==> src/rtl/wrlvl_seq.sv <==
module wrlvl_seq #(
  parameter int LANES       = 4,
  parameter int TAP_W       = 6,
  parameter int TAP_LIMIT   = 32,
  parameter int SETTLE      = 100,
  parameter int SAMPLE_WAIT = 10,
  parameter int FB_W        = 8
) (
  input  logic                   clk,
  input  logic                   rst_n,
  input  logic                   start,
  input  logic [FB_W-1:0]        fb_byte,
  output logic                   lvl_mode_on,
  output logic                   lvl_mode_off,
  output logic [LANES-1:0]       lane_sel,
  output logic                   dly_rst,
  output logic                   dq_inc,
  output logic                   dqs_inc,
  output logic                   lvl_strobe,
  output logic [LANES*TAP_W-1:0] taps_o,
  output logic [LANES-1:0]       hi_skew_o,
  output logic                   busy,
  output logic                   done,
  output logic                   ok
);
  localparam int LANE_W = (LANES > 1) ? $clog2(LANES) : 1;
  localparam int CNT_W  = $clog2(SETTLE + SAMPLE_WAIT + 1);
  localparam logic [TAP_W-1:0]  LIM     = TAP_W'(TAP_LIMIT);
  localparam logic [TAP_W-1:0]  LIM_M1  = TAP_W'(TAP_LIMIT - 1);
  localparam logic [LANE_W-1:0] LAST    = LANE_W'(LANES - 1);

  typedef enum logic [3:0] {
    S_IDLE, S_ON, S_SETTLE, S_INIT, S_STRB, S_WAIT, S_SAMP, S_INC, S_OFF, S_DONE
  } st_t;

  st_t               st;
  logic [CNT_W-1:0]  cnt;
  logic [LANE_W-1:0] lane;
  logic [TAP_W-1:0]  tap;
  logic              phase;
  logic              lim_hit;
  logic              fb_nz;

  assign fb_nz        = |fb_byte;
  assign lvl_mode_on  = (st == S_ON);
  assign lvl_mode_off = (st == S_OFF);
  assign dly_rst      = (st == S_INIT);
  assign lvl_strobe   = (st == S_STRB);
  assign dq_inc       = (st == S_INC);
  assign dqs_inc      = (st == S_INC);
  assign busy         = (st != S_IDLE);
  assign done         = (st == S_DONE);
  assign lane_sel     = (st inside {S_INIT, S_STRB, S_WAIT, S_SAMP, S_INC})
                        ? (LANES'(1) << lane) : '0;

  always_ff @(posedge clk) begin
    if (!rst_n) begin
      st        <= S_IDLE;
      cnt       <= '0;
      lane      <= '0;
      tap       <= '0;
      phase     <= 1'b0;
      lim_hit   <= 1'b0;
      taps_o    <= '0;
      hi_skew_o <= '0;
      ok        <= 1'b0;
    end else begin
      case (st)
        S_IDLE: if (start) begin
          st        <= S_ON;
          taps_o    <= '0;
          hi_skew_o <= '0;
          ok        <= 1'b0;
          lim_hit   <= 1'b0;
        end
        S_ON: begin
          st   <= S_SETTLE;
          cnt  <= '0;
          lane <= '0;
        end
        S_SETTLE:
          if (cnt == CNT_W'(SETTLE - 1)) st <= S_INIT;
          else cnt <= cnt + 1'b1;
        S_INIT: begin
          tap   <= '0;
          phase <= 1'b0;
          st    <= S_STRB;
        end
        S_STRB: begin
          cnt <= '0;
          st  <= S_WAIT;
        end
        S_WAIT:
          if (cnt == CNT_W'(SAMPLE_WAIT - 1)) st <= S_SAMP;
          else cnt <= cnt + 1'b1;
        S_SAMP: begin
          if (tap == '0 && fb_nz) hi_skew_o[lane] <= 1'b1;
          if (!fb_nz) phase <= 1'b1;
          if ((phase && fb_nz) || tap == LIM_M1) begin
            taps_o[lane*TAP_W +: TAP_W] <= (phase && fb_nz) ? tap : LIM;
            if (!(phase && fb_nz)) lim_hit <= 1'b1;
            if (lane == LAST) st <= S_OFF;
            else begin
              lane <= lane + 1'b1;
              st   <= S_INIT;
            end
          end else begin
            tap <= tap + 1'b1;
            st  <= S_INC;
          end
        end
        S_INC:  st <= S_STRB;
        S_OFF: begin
          ok <= !lim_hit;
          st <= S_DONE;
        end
        default: st <= S_IDLE;
      endcase
    end
  end
endmodule


==> config.mk <==
export PLATFORM = sky130hd
export DESIGN_NAME = wrlvl_seq
export DESIGN_NICKNAME = d
export VERILOG_FILES = /design/src/rtl/wrlvl_seq.sv
export SDC_FILE = /design/constraint.sdc
export NUM_CORES = 1
export LEC_CHECK = 0
export BUFFER_PORTS_ARGS = -buffer_cell sky130_fd_sc_hd__buf_2
export CAP_MARGIN = 20
export CELL_PAD_IN_SITES_DETAIL_PLACEMENT = 1
export CELL_PAD_IN_SITES_GLOBAL_PLACEMENT = 1
export CORE_MARGIN = 8
export CORE_UTILIZATION = 42
export CTS_CLUSTER_DIAMETER = 30
export CTS_CLUSTER_SIZE = 14
export DETAILED_ROUTE_END_ITERATION = 10
export GPL_TIMING_DRIVEN = 0
export HOLD_SLACK_MARGIN = 0.02
export PLACE_DENSITY = 0.87
export SYNTH_ARGS = -nofsm -noshare
export SYNTH_HDL_FRONTEND = slang
export SYNTH_SLANG_ARGS = --single-unit
==> constraint.sdc <==
create_clock -name clk -period 4.4 [get_ports clk]
set_clock_uncertainty 0.15 [all_clocks]
set_input_delay 0.22 -clock clk [delete_from_list [all_inputs] [get_ports clk]]
set_output_delay 0.22 -clock clk [all_outputs]
set_load 0.01 [all_outputs]
; Yosys cells after proc, flatten, opt, wreduce, memory -nomap -nowiden
; Index checks and enable logic that the tools add are counted.
; W data, S select, Z words.
[word_totals]
ff_bits = 50
in_bits = 11
wordCells = 102
output_inout_bits = 41
[classes]
reduce_logical = 26
add_sub_neg = 4
mul = 1
n_bitwise = 1
n_eq_ne = 24
mux = 32
shifts = 3
order_cmp = 2
[op_table]
columns = op, count
row1 = $mux W24, 2
row2 = $pmux W24 S2, 1
row3 = $neg A5 Y34, 1
row4 = $shift A6 B34 Y24 const A, 1
row5 = $shiftx A6 B34 Y24, 1
row6 = $mux W4, 8
row7 = $pmux W4 S8, 1
row8 = $bwmux W24, 1
row9 = $pmux W7 S3, 1
row10 = $eq A4 B3 Y1 const B, 4
row11 = $ne A2 B2 Y1 const B, 8
row12 = $reduce_and A3 Y1, 5
row13 = $mux W7, 2
row14 = $mux W6, 2
row15 = $pmux W6 S2, 1
row16 = $eq A4 B2 Y1 const B, 2
row17 = $eq A4 B4 Y1 const B, 2
row18 = $pmux W4 S2, 1
row19 = $reduce_bool A2 Y1, 4
row20 = $reduce_or A8 Y1, 1
row21 = $add A7 B1 Y7 const B, 1
row22 = $eq A7 B4 Y1 const B, 1
row23 = $eq A7 B7 Y1 const B, 1
row24 = $add A6 B1 Y6 const B, 1
row25 = other kinds (26), 40

; Logic depth before layout (Yosys ltp)
; Gate-level depths: netlist (run 1).
[depth]
depth_word = 7
depth_mapped = 9
depth_no_buf = 7

; Least setup slack after synthesis (run 1)
; No wires, ideal clock.
[synth_path]
path_type = register -> register
from = register lane[0]
to = register taps_o[4]
stages_incl_launch_ff = 10
t_required_ns = 4.179
setup_ns = 0.071
t_arrival_ns = 2.179
period_less_slack_ns = 2.399
slack_ns = 2.001
path_buffers = 2
path_cell_list = dfxtp_1 clkbuf_1 inv_1 ha_1 buf_2 inv_1 nor2_1 a21oi_1 or4b_1 a21oi_1
[synth_between]
elab_chain_len = 6
elab_cells_between_ends = 7
classes_between = 1 x add/sub / 1 x mul / 2 x shift / 3 x mux
[synth_rtl]
columns = item, line
row1 = from (decl), 38  ; logic [LANE_W-1:0] lane;
row2 = from (signal assigned), 104  ; lane <= lane + 1'b1;
row3 = $mul A2 B2 Y4 (*), 100  ; taps_o[lane*TAP_W +: TAP_W] <= (phase && fb_nz) ? tap : LIM;
row4 = $neg A5 Y34 (*), 100
row5 = $shiftx A6 B34 Y24 / $shift A6 B34 Y24 (equally long branches), 100
row6 = $bwmux W24 (*), 100
row7 = $mux W24 (*), 99  ; if ((phase && fb_nz) || tap == LIM_M1) begin
row8 = $pmux W24 S2 (*), 68  ; case (st)
row9 = "to (signal, indexed assignment)", 100
row10 = to (decl), 20  ; output logic [LANES*TAP_W-1:0] taps_o,
; Every way passes the cells marked *; elsewhere a longest branch is shown, timed or not. The select of a mux whose other input is x is not followed.
; A chain may end at the register's enable or synchronous reset.

; Worst setup path in the final report (run 1)
; Ends and elaborated chain as after synthesis.

==> results list, run 1 <==
* Status: finished clean
* Peak supply drop: approximately 0.21 mV
- Final sum of negative setup slack: 0 ns
- TritonCTS built the clock tree.
- Tightest Hold Check Type: input pin to flop
- Post-synth EDFFs: 0
* Layout cells sized above 1: 0.219
- Among cell families on the critical path, the largest total delay comes from buffers and inverters.
- Post-synthesis instance area: roughly 2800 µm²
- At the end of the flow, the number of nets in the layout was around 410.
- Synthesis-to-finish area growth: 16.8%
* Worst Reg-to-Reg Cells: 9
- The share of the Yosys chip area taken by registers is 0.359.
* Final period demand of the worst path: between 2 and 3 ns
- The die covers approximately 9500 µm².
- Floorplan Core Area: 6390 µm²
- Worst-path maximum fanout: 10
- Summed over all layers, the routed wires come to about 8900 µm.
* CP Launch Type: flop
* Mean instance size in the synthesized netlist: about 8.4 µm²
- The most critical setup path has its startpoint at lane[0]$_SDFFE_PN0P_.
* Period Utilization, post-route: 0.676
- Share of the synthesized area in the top cell type: 0.359
- Half-perimeter wire length after detailed placement: about 6700 µm
- The slowest stage of the critical path is the sky130_fd_sc_hd__or4b_1 cell.
- Maximum number of pins on one net before global-route repair: 17
- Maximum root-to-sink buffer count: 2
- Dividing the detail-routed via count by the number of cells gives 6.00.
- Row generation in the floorplan step produced 29 rows.
- Total power per unit cell area: 290 nW/µm²
- For this run the aggregate overflow at the end of global routing stands at 0.
- Resized cells post-CTS: 0
- Type of the worst setup path: flop to flop
- Setup repair after global routing missed its margin: false
- Clock latency on the worst-skew pair, taken at its later pin, is between 0.3 and 0.4 ns.
- Initial cell density of the core: 0.436
- Data arrival time of the worst path: between 3 and 4 ns
* Clock-pin slew on the worst setup and hold paths: approximately 0.10 ns
- Summed over all instances, the cell type with the most area after synthesis is sky130_fd_sc_hd__dfxtp_1.
- 0 antenna diodes ended up in the layout.
- After routing the design area is between 3000 and 4000 µm².
- Setup slack on the critical path of the routed design comes to approximately 1.4 ns.
* Number of buffers inserted during clock tree synthesis: 5
- For this design, the CTS-stage hold fixing added 0 buffers.
- In this design, the stage delay of the slowest critical-path cell is 0.54 ns.
* Number of cells in the design after placement: approximately 460
* Flip-flop and latch area: approximately 1000 µm²
- STA puts the critical path data required time at about 4.5 ns.
* Leak pwr: 1.32 nW
- The count of cells in the finished layout, fillers not included, comes to 465.
- The completed layout was analyzed and its total power is approximately 940 µW.
- Share of flip-flops with an asynchronous set or reset after synthesis: 0
- CP bufs+invs: 4
- Reg2Reg Launch Point: lane[0]$_SDFFE_PN0P_
- Worst hold path stage count: 4
- The critical path goes through clkbuf_1 > inv_1 > ha_1 > buf_2 > inv_1 > nor2_1 > a21oi_1 > or4b_1 > a21oi_1.
* Max Transition Viols Final: 0
- Number of nets in the synthesized netlist: roughly 350
* GRT Resource Usage Total: 0.187
- Number of DRC violations after detailed routing: 0
- Setup violations remaining at the end of the flow were counted as 0.
- CTS H-tree depth: 2
- The detailed router finished its first iteration with around 180 violations.
- IO Pins: 52
- For this run, the top clock speed supported by timing is 336 MHz.
- The number of setup buffers added after CTS is 0.
* Number of max-capacitance violations reported: 0
- Counting the fill cells in the layout gives about 820.
* Hold Path Origin: start
- Normalized max-slew margin: 0.532
- For hold timing, the worst endpoint is taps_o[23]$_SDFFE_PN0P_.
- Detail-routed net length per standard cell: 19.0 µm
- In this run the cell area measured after placement is around 3100 µm².
- In this run the horizontal extent of the chip is ~97 µm.
- The multi-input combinational cells in the finished layout cover a total of roughly 1600 µm².
- Gp weighted congestion: a little under 0.9
* Critical Path End Type: flop
- The count of buffers added on input and output ports is 50.
* Flop-to-flop setup slack: 1.42 ns
- The worst register-to-register path ends at taps_o[4]$_SDFFE_PN0P_.
* Distinct cell type count after synthesis: 60
- OpenSTA, run right after detailed placement, puts the worst setup slack at 1.56 ns.
- Gate count of the mapped netlist: 330
- The first global-routing pass estimated ~15000 µm of wire.
* Root buffer cell: sky130_fd_sc_hd__clkbuf_8
- Once detail routing completed, the nets flagged for antenna violations numbered 0.
- Slew of the pin with the lowest slew margin: between 0.7 and 0.8 ns
* Via count of the routed design: 2791
* Count of final hold-check violations: 0
- Number of sinks on the clock net: 50
- Via count of the first global-routing pass: 3055
- The initial antenna violation count was 0.
* Commonest register cell after synthesis: sky130_fd_sc_hd__dfxtp_1
* Die Height: ~97 µm
- TritonRoute pass-1 iters: 4
- For this run, the number of Yosys warnings is 0.
* Register bit total from synthesis: 50
- Top post-synthesis cells by area: sky130_fd_sc_hd__dfxtp_1 (36%), sky130_fd_sc_hd__nor2_1 (4.7%), sky130_fd_sc_hd__ha_1 (4.5%), sky130_fd_sc_hd__a21oi_1 (3.4%), sky130_fd_sc_hd__nand3_1 (3.1%)
==> sequential cells by signal (all words and copies together), names as in the netlist <==
| name | count |
|---|---|
| taps_o | 24 |
| phase | 1 |
| lim_hit | 1 |
| cnt | 7 |
| tap | 6 |
| hi_skew_o | 4 |
| lane | 2 |
| ok | 1 |
| st | 4 |
==> synthesized netlist by cell type (all sizes together) (3+ instances only) <==
master	count
dfxtp	50
nor2	35
a21oi	21
nand2	21
nand3	17
inv	15
buf	12
nor2b	12
ha	10
clkbuf	9
o2bb2ai	8
and3	7
nand4	7
nor3	7
o21ai	7
a22o	6
a22oi	6
a31oi	5
and2	5
nand2b	5
nor4	5
o31ai	5
xnor2	5
a211oi	4
a32oi	4
mux2	4
xor2	3
==> layer usage <==
layer  global-route usage  part of all wire  vias up
met1                0.215              0.42     1367
met2                0.332              0.50       94
met3               0.0491             0.065       15
li1                     -                 -     1315
met5                    0                 0        -
met4               0.0490             0.015        0
==> worst max path at each step <==
stage          slack [ns]  cells past startpoint                      end
2_1_floorplan        2.00                      9   taps_o[4]$_SDFFE_PN0P_
3_3_place_gp         1.67                      9   taps_o[4]$_SDFFE_PN0P_
3_5_place_dp         1.56                      9   taps_o[4]$_SDFFE_PN0P_
4_1_cts              1.50                      9   taps_o[4]$_SDFFE_PN0P_
5_1_grt              1.28                      8  taps_o[22]$_SDFFE_PN0P_
6_report             1.42                      9   taps_o[4]$_SDFFE_PN0P_
==> kinds of logic after synthesis <==
| kind of cell | count (synthesis) | share of synthesized area |
|---|---|---|
| XOR/XNOR | 8 | 0.0251 |
| buffers and inverters | 36 | 0.0570 |
| flip-flops | 50 | 0.359 |
| multiplexers | 6 | 0.0233 |
| AO/OA/AOI/OAI | 85 | 0.232 |
| AND/OR/NAND/NOR | 135 | 0.258 |
| adder cells (fa/ha/maj) | 10 | 0.0449 |
==> power breakdown <==
group	switching [mW]	total (mW)	internal [mW]
clock	0.164	0.351	0.187
combinational	0.0779	0.122	0.0445
sequential	0.0111	0.471	0.460
total	0.253	0.945	0.692
==> worst register-to-register path: stages (launching register included) <==
cell and delay, ns:
sky130_fd_sc_hd__dfxtp_1 0.40, sky130_fd_sc_hd__clkbuf_1 0.41, sky130_fd_sc_hd__inv_1 0.23, sky130_fd_sc_hd__ha_1 0.33, sky130_fd_sc_hd__buf_2 0.20, sky130_fd_sc_hd__inv_1 0.13, sky130_fd_sc_hd__nor2_1 0.26, sky130_fd_sc_hd__a21oi_1 0.14
sky130_fd_sc_hd__or4b_1 0.54, sky130_fd_sc_hd__a21oi_1 0.13
==> per-stage QoR <==
step                utilization  hold WS (ns)
finish                    0.510         0.234
global route              0.510         0.231
CTS                       0.510         0.204
detailed placement        0.491         0.294
global placement          0.491         0.296
floorplan                     -         0.281
==> cells in the final DEF, fill, tap and decap left out, types with 3 or more instances in the layout <==
cell type,count
sky130_fd_sc_hd__a22oi_1,6
sky130_fd_sc_hd__nor2_1,35
sky130_fd_sc_hd__buf_2,57
sky130_fd_sc_hd__xnor2_1,5
sky130_fd_sc_hd__xor2_1,3
sky130_fd_sc_hd__and2_1,5
sky130_fd_sc_hd__ha_1,10
sky130_fd_sc_hd__o31ai_1,5
sky130_fd_sc_hd__nand3_1,17
sky130_fd_sc_hd__clkbuf_8,6
sky130_fd_sc_hd__o2bb2ai_1,8
sky130_fd_sc_hd__nor2b_1,12
sky130_fd_sc_hd__a22o_1,6
sky130_fd_sc_hd__mux2_2,3
sky130_fd_sc_hd__nor3_1,7
sky130_fd_sc_hd__and3_1,5
sky130_fd_sc_hd__a211oi_1,3
sky130_fd_sc_hd__o21ai_0,7
sky130_fd_sc_hd__nor4_1,4
sky130_fd_sc_hd__buf_4,4
sky130_fd_sc_hd__nand4_1,7
sky130_fd_sc_hd__inv_1,15
sky130_fd_sc_hd__a32oi_1,4
sky130_fd_sc_hd__clkbuf_1,9
sky130_fd_sc_hd__nand2_1,21
sky130_fd_sc_hd__nand2b_1,5
sky130_fd_sc_hd__a31oi_1,4
sky130_fd_sc_hd__a21oi_1,19
sky130_fd_sc_hd__dfxtp_1,50
==> cell type report <==
| cell class | instances | share of cell area |
|---|---|---|
| Sequential cell | 50 | 0.308 |
| Clock buffer | 6 | 0.0254 |
| Multi-Input combinational cell | 244 | 0.500 |
| Inverter | 15 | 0.0173 |
| Tap cell | 77 | 0.0296 |
| Clock inverter | 2 | 0.0119 |
| Timing Repair Buffer | 50 | 0.0769 |
| Buffer | 21 | 0.0315 |
Note: power is estimated with default switching activity, not from simulation.
==> inputs of run 2 (changes only) <==
Settings changed: CORE_UTILIZATION 42 to 37, PLACE_DENSITY 0.87 to 0.81.
Clock period 4.4 ns to 2.65 ns, I/O delays scaled along.
==> run 2 against run 1 <==
- die area up 11%
- sequential share of layout area down 0.28 points
- sequential power up 66%
- largest power group unchanged
- critical path type unchanged
- hold slack worse by 0.10 ns
- power up 52%
- combinational power up 66%
- count of clock-buffer cells in the layout down 1
==> results list, run 2 (synthesis results as in run 1) <==
- For this block, the via count after detailed routing is between 2000 and 3000.
* Type of the worst setup path: flop to flop
- The number of setup buffers added after CTS is 0.
- The number of global-route vias before repair was 2867.
- Counting cells, the worst reg-to-reg path comes to 8.
- After detailed routing, the average wire length per cell comes to roughly 19 µm.
- The first global-routing pass estimated approximately 14000 µm of wire.
- Leading registers by flop count: taps_o x24, cnt x7, tap x6
- Floorplan Core Area: roughly 7300 µm²
- The die covers around 11000 µm².
* Detailed router's first-iteration violation count: around 140
- Diodes inserted: 0
- Biggest register: taps_o
* Half-perimeter wire length after detailed placement: 6800 µm
* Slowest cell on crit path: sky130_fd_sc_hd__or4_1
* Hold Path Origin: start
- Final #Nets: ~410
- Flop-to-flop setup slack: ~0.16 ns
- Number of setup violations in the final report: 0
* CTS tree: done
* Flip-flop count of the largest register, all copies and words added: 24
- In the final layout, the share of cells above drive strength 1 is 0.248.
* Max Transition Viols Final: 0
- Using the TritonRoute via totals, the vias-per-cell ratio works out to 5.67.
* Most common cell after layout, fill and taps aside: sky130_fd_sc_hd__buf_2
* Total power draw: around 1.4 mW
* Number of max-capacitance violations reported: 0
* Width of the die: between 100 and 150 µm
- The root buffer cell chosen for the clock tree is sky130_fd_sc_hd__clkbuf_8.
* Worst path cell trace: clkbuf_4 > inv_1 > ha_1 > buf_2 > and2_2 > nand4b_1 > or4_1 > o21ai_0
* Final period demand of the worst path: about 2.5 ns
- Wires add up to 8990 µm.
- The critical path contains buffers and inverters numbering 3 combined.
* Data arrival time of the worst path: roughly 2.6 ns
* Fmax: between 400 and 500 MHz
- Reg2Reg Launch Point: lane[0]$_SDFFE_PN0P_
* IO Pins: 52
* Slew of the pin with the lowest slew margin: about 0.59 ns
- In this run the number of H-tree levels came out at 2.
- Compared with the post-synthesis result, the final layout area differs by 17.9%.
- STA classifies the critical path endpoint as a flop.
- Clock-pin slew was measured on the worst setup and hold paths at about 0.1 ns.
* Status: finished clean
- In the final timing run, aggregate negative setup slack is 0 ns.
- Number of buffers inserted during clock tree synthesis: 5
* Slowest Stage Delay on Critical Path: 0.49 ns
* Filler Cells Inserted: 935
- Setup repair after global routing could not meet its margin everywhere.
* TritonRoute pass-1 iters: 4
* CP Data Required Time: between 2 and 3 ns
* Worst-path maximum fanout: 10
- For hold timing, the worst endpoint is taps_o[3]$_SDFFE_PN0P_.
- The initial antenna violation count was 0.
* Quantity of I/O buffers inserted on ports: 50
- In this run the remaining antenna-violating nets after routing total 0.
* Total power per unit cell area: around 440 nW/µm²
- Maximum number of pins on one net before global-route repair: 16
- VDD sags by at most around 0.26 mV.
* GRT Resource Usage Total: 0.174
- Number of DRC violations after detailed routing: 0
* Normalized max-slew margin: 0.606
- Initial cell density of the core: 0.382
- Most frequent cells in the layout: sky130_fd_sc_hd__buf_2 (57), sky130_fd_sc_hd__dfxtp_1 (50), sky130_fd_sc_hd__nor2_1 (33)
- Maximum root-to-sink buffer count: 2
- Worst skew pair latency: around 0.32 ns
- Worst path top cell family by delay: simple AND/OR/NAND/NOR gates
* Row Count: 31
- The tightest min-delay check is of the input pin to flop type.
- For this design the static power due to leakage is around 1.3 nW.
- STA classifies the critical path startpoint as a flop.
- The die is 103 µm tall.
- The endpoint identified for the worst register-to-register timing path is taps_o[18]$_SDFFE_PN0P_.
- The congestion estimate from routability-driven global placement came to around 0.91.
- Dividing the final minimum period by the clock period gives 0.938.
* Total gr overflow: 0
- Worst hold path stage count: 4
- The clock drives 50 sinks.
* Count of final hold-check violations: 0
==> run 2: changes by cell type in the layout (fill, tap and decap cells not counted), moves of 2 or more <==
cell and delta:
sky130_fd_sc_hd__clkbuf_2 +2, sky130_fd_sc_hd__a21oi_1 -2, sky130_fd_sc_hd__clkbuf_1 -3, sky130_fd_sc_hd__a21oi_2 +2
sky130_fd_sc_hd__nor2_1 -2
==> run 2: worst max-delay path by stage <==
stage,start,end,slack [ns],cells after the start
2_1_floorplan,lane[0]$_SDFFE_PN0P_,taps_o[4]$_SDFFE_PN0P_,0.25,9
3_3_place_gp,lane[0]$_SDFFE_PN0P_,taps_o[4]$_SDFFE_PN0P_,-0.14,9
3_5_place_dp,lane[0]$_SDFFE_PN0P_,taps_o[4]$_SDFFE_PN0P_,-0.21,9
4_1_cts,lane[0]$_SDFFE_PN0P_,taps_o[4]$_SDFFE_PN0P_,0.02,9
5_1_grt,lane[0]$_SDFFE_PN0P_,taps_o[13]$_SDFFE_PN0P_,-0.02,8
6_report,lane[0]$_SDFFE_PN0P_,taps_o[18]$_SDFFE_PN0P_,0.16,8
==> run 2: timing repair <==
item                       CTS  global route
setup endpoints to repair   19            22
hold buffers                 0             0
gates cloned                 0             0
pin swaps                    0             0
gates resized for setup      3            14
==> run 2: metrics by stage <==
stage | worst slack (ns) | hold WS, ns | std cells | instance area [µm²] | utilization
floorplan | 0.251 | 0.248 | 330 | 2790 | -
detailed placement | -0.206 | 0.294 | 479 | 3160 | 0.433
global placement | -0.136 | 0.295 | 479 | 3160 | 0.433
global route | -0.0153 | 0.159 | 486 | 3280 | 0.450
CTS | 0.0248 | 0.110 | 486 | 3250 | 0.446
finish | 0.163 | 0.129 | 486 | 3280 | 0.450
==> run 2: report_power, final <==
| group | internal (mW) | switching (mW) |
|---|---|---|
| clock network | 0.183 | 0.265 |
| logic | 0.0742 | 0.129 |
| registers | 0.764 | 0.0184 |
==> run 2: routing by layer <==
layer / global-route usage / vias up / routed length, µm
li1: - / 1319 / -
met5: 0 / - / 0
met3: 0.0290 / 16 / 470
met2: 0.315 / 76 / 4540
met1: 0.202 / 1347 / 3840
met4: 0.0578 / 0 / 142
==> run 2: tightest hold or removal path, cell delays in order <==
cell	delay, ns
sky130_fd_sc_hd__buf_2	0.11
sky130_fd_sc_hd__a21oi_1	0.14
sky130_fd_sc_hd__nand3_1	0.11
sky130_fd_sc_hd__o41ai_1	0.06
==> run 2: layout make-up <==
| type | instances | area [µm²] | share of cell area |
|---|---|---|---|
| Multi-Input combinational cell | 244 | 1660 | 0.506 |
| Clock buffer | 5 | 68.8 | 0.0210 |
| Tap cell | 99 | 124 | 0.0377 |
| Inverter | 15 | 56.3 | 0.0171 |
| Buffer | 21 | 109 | 0.0331 |
| Sequential cell | 50 | 1000 | 0.305 |
| Clock inverter | 2 | 13.8 | 0.00419 |
| Timing Repair Buffer | 50 | 250 | 0.0762 |
==> inputs of run 3 (changes only) <==
Settings changed: ABC_AREA set to 1, BUFFER_PORTS_ARGS -buffer_cell sky130_fd_sc_hd__buf_2 to -buffer_cell sky130_fd_sc_hd__buf_4, CORE_UTILIZATION 37 to 35.
==> run 3 against run 2 <==
- sequential power rose by 15%
- count of clock-buffer cells in the layout is 2 higher
- power is 110% higher
- non-clock buffer count decreased by 7
- first-iteration DRC count is 3.0% lower
- cell area up 10%
- global-route usage is 0.10 points lower
- largest power group is now combinational cells
==> results list, run 3 <==
- Post-synth EDFFs: 0
- Die Outline Area: between 10000 and 15000 µm²
- Along the worst hold path, the cell count comes to 4.
- Detail-routed net length per standard cell: roughly 16 µm
- Dividing the final minimum period by the clock period gives 0.929.
* Top post-synthesis cells by area: sky130_fd_sc_hd__dfxtp_1 (33%), sky130_fd_sc_hd__nand2_1 (12%), sky130_fd_sc_hd__a21oi_1 (7.7%), sky130_fd_sc_hd__nor2_1 (7.6%), sky130_fd_sc_hd__inv_1 (7.4%)
- Yosys printed 0 warnings.
* Worst path top cell family by delay: simple AND/OR/NAND/NOR gates
- Post-synthesis cell type with the largest combined area: sky130_fd_sc_hd__dfxtp_1
- Gate count of the mapped netlist: approximately 460
- For this run, the total global-route usage over all layers was measured as 0.173.
- Setup repair after global routing missed its margin: false
- CTS tree: done
- The first global-routing pass estimated approximately 16000 µm of wire.
- For this block, the routed nets add up to around 9900 µm of wire.
- Commonest register cell after synthesis: sky130_fd_sc_hd__dfxtp_1
- Counting both buffers and inverters, the worst setup path holds a total of 4.
- Via count of the routed design: 3226
* Normalized max-slew margin: 0.611
- TritonRoute pass-1 iters: 4
* Initial cell density of the core: 0.363
- Of the synthesized area, sequential elements account for 0.334.
- The register with the most flip-flops in the layout has 24 of them.
- Maximum number of pins on one net before global-route repair: 14
- Most common cell after layout, fill and taps aside: sky130_fd_sc_hd__nand2_1
- Setup violations remaining at the end of the flow were counted as 0.
- Root buffer cell: sky130_fd_sc_hd__clkbuf_8
* Total power per unit cell area: around 810 nW/µm²
* Final #Nets: 540
* Maximum root-to-sink buffer count: 2
* Peak supply drop: 0.464 mV
- The largest registers in the layout are taps_o x24, cnt x7, tap x6.
- Non-filler cells, final: roughly 620
- Data on the critical path arrives at its endpoint at around 2.6 ns.
- Max Transition Viols Final: 0
- The die is ~110 µm wide.
- Input and output buffers added on the ports amount to 51.
* Detailed router's first-iteration violation count: 131
- Via count of the first global-routing pass: 3331
- In this run, placement finished with an instance count of 614.
- In the routed layout, each cell is associated on average with a via count of just over 5.
- The number of endpoints with negative hold slack in the final report is 0.
- The H-tree was split into 2 levels.
- Mean instance size in the synthesized netlist: approximately 6.5 µm²
- Biggest register: taps_o
- By instance count, the cell type seen most on the critical path is sky130_fd_sc_hd__nor2_1.
- Of the post-synthesis cell area, the dominant cell type holds 0.334.
- CP Launch Type: flop
* Synthesis-to-finish area growth: 20.9%
- The multi-input combinational cells in the finished layout cover a total of 1680 µm².
* Number of nets in the synthesized netlist: 479
- Max-cap violations in this run came to 0.
- Leaving out fill and tap cells, the most frequent cells in the layout are sky130_fd_sc_hd__nand2_1 (93), sky130_fd_sc_hd__nor2_1 (60), sky130_fd_sc_hd__inv_1 (58).
- Final period demand of the worst path: between 2 and 2.5 ns
- In the routed design, unresolved DRC markers number 0.
- Flip-flop and latch area: 1000 µm²
- 0 antenna diodes ended up in the layout.
- Pin placement for this block handled 52 I/O pins.
- After synthesis the netlist holds a flip-flop and latch count of 50.
- The synthesized netlist contains 34 unique library cells.
- Leading cell type by number of instances after synthesis: sky130_fd_sc_hd__nand2_1
- Worst Reg-to-Reg Cells: 12
- Along the worst path, the maximum fanout reaches 10.
- Gp weighted congestion: 0.893
- The layout has 1118 filler cells.
- Clock-pin slew on the worst setup and hold paths: 0.09 ns
* CP Data Required Time: 2.74 ns
- In the post-route analysis, the smallest setup slack over all paths is 0.188 ns.
* Share of flip-flops with an asynchronous set or reset after synthesis: 0
- Slowest cell on crit path: sky130_fd_sc_hd__dfxtp_4
- The largest single stage delay on the critical path is approximately 0.44 ns.
- Tightest Hold Check Type: input pin to flop
- Floorplan Core Area: approximately 8300 µm²
- The initial antenna violation count was 0.
- Die Height: about 110 µm
- Traced cell by cell, the critical path runs through clkinvlp_4 > ha_1 > buf_4 > nor2_2 > inv_1 > nand2_2 > inv_2 > nand3_1 > nand3_1 > nor2_1 > nor2_1 > nor2_1.
- Critical path depth in cells: 12
* Number of buffers inserted during clock tree synthesis: 5
- Worst skew pair latency: 0.31 ns
* Post-detailed-route count of antenna-violating nets: 0
- Slew of the pin with the lowest slew margin: between 0.5 and 0.6 ns
- The flow ran to the end, and the final reports show no timing, DRC or antenna violations.
- Sorting the synthesized cells by how often they occur yields sky130_fd_sc_hd__nand2_1 (93), sky130_fd_sc_hd__nor2_1 (61), sky130_fd_sc_hd__inv_1 (59), sky130_fd_sc_hd__dfxtp_1 (50), sky130_fd_sc_hd__a21oi_1 (46).
- For this design the static power due to leakage is between 1.5 and 2 nW.
- Timing analysis after detailed placement gives a worst setup slack of -0.171 ns.
- The wire-length estimate of the detail-placed layout is about 8000 µm.
* Critical Path End Type: flop
- The clock drives 50 sinks.
* Row Count: 33
- Fmax: just over 400 MHz
- After synthesis the cells add up to around 3000 µm².
* Total gr overflow: 0
- In the final layout, the share of cells above drive strength 1 is 0.197.
- Type of the worst setup path: flop to flop
==> run 3: changes by cell type after synthesis, moves of 13 or more <==
| cell | before | now |
|---|---|---|
| sky130_fd_sc_hd__nor2_1 | 35 | 61 |
| sky130_fd_sc_hd__o21ai_0 | 7 | 20 |
| sky130_fd_sc_hd__nand2_1 | 21 | 93 |
| sky130_fd_sc_hd__a21oi_1 | 19 | 46 |
| sky130_fd_sc_hd__inv_1 | 15 | 59 |
| sky130_fd_sc_hd__nand3_1 | 17 | 36 |
==> run 3: kinds of logic after synthesis <==
kind of cell / Yosys count / synth area share
flops: 50 / 0.334
fa+ha+maj: 10 / 0.0417
simple gates: 242 / 0.380
xor+xnor: 1 / 0.00292
buf+inv: 78 / 0.106
compound gates: 77 / 0.136
==> run 3: layer usage <==
| metal | up-vias | GRT usage | routed length, µm |
|---|---|---|---|
| li1 | 1604 | - | - |
| met1 | 1534 | 0.210 | 4320 |
| met2 | 78 | 0.305 | 4820 |
| met3 | 10 | 0.0333 | 638 |
| met4 | 0 | 0.0420 | 114 |
| met5 | - | 0 | 0 |
==> run 3: path summary, 6_finish.rpt <==
path,start,to,slack [ns]
worst max-delay path,lane[0]$_SDFFE_PN0P_,taps_o[22]$_SDFFE_PN0P_,0.19
worst min-delay path,start,ok$_SDFFE_PN0P_,0.11
worst max register to register,lane[0]$_SDFFE_PN0P_,taps_o[22]$_SDFFE_PN0P_,0.19
worst min register to register,lim_hit$_SDFFE_PN0P_,ok$_SDFFE_PN0P_,0.30
==> run 3: worst min-delay path: cells and delay by family <==
| kind | cells | cell delay, ns |
|---|---|---|
| compound gates | 2 | 0.20 |
| buf+inv | 1 | 0.08 |
| simple gates | 1 | 0.11 |
==> run 3: layout make-up <==
| type | instances | area share |
|---|---|---|
| sequential | 50 | 0.277 |
| tap | 105 | 0.0363 |
| timing repair buffer | 54 | 0.113 |
| inverter | 68 | 0.0722 |
| buffer | 10 | 0.0162 |
| multi-input combinational | 330 | 0.464 |
| clock buffer | 7 | 0.0211 |
==> run 3: per-stage QoR <==
step           cell area (µm²)  hold slack, ns  TNS, ns  power, mW   util
6_report                  3620           0.112        0       2.95  0.439
2_1_floorplan             3000           0.109        0       2.00      -
3_3_place_gp              3510           0.286   -0.346       2.44  0.425
4_1_cts                   3600           0.107        0       2.94  0.436
3_5_place_dp              3510           0.295   -0.989       2.49  0.425
5_1_grt                   3620           0.140        0       3.18  0.439
==> run 3: timing repair <==
| action | CTS | global route |
|---|---|---|
| cloned | 0 | 0 |
| gates resized for setup | 2 | 2 |
| setup endpoints to repair | 10 | 8 |
| hold buffers | 1 | 0 |
| setup buffers | 0 | 2 |
| endpoints found under the hold margin | 4 | 0 |
==> run 3: power breakdown <==
group          internal, mW  leakage [nW]  switching, mW  total (mW)
Sequential            0.822         0.405         0.0743       0.896
Clock                 0.183        0.0383          0.250       0.433
Combinational         0.453          1.09           1.16        1.62
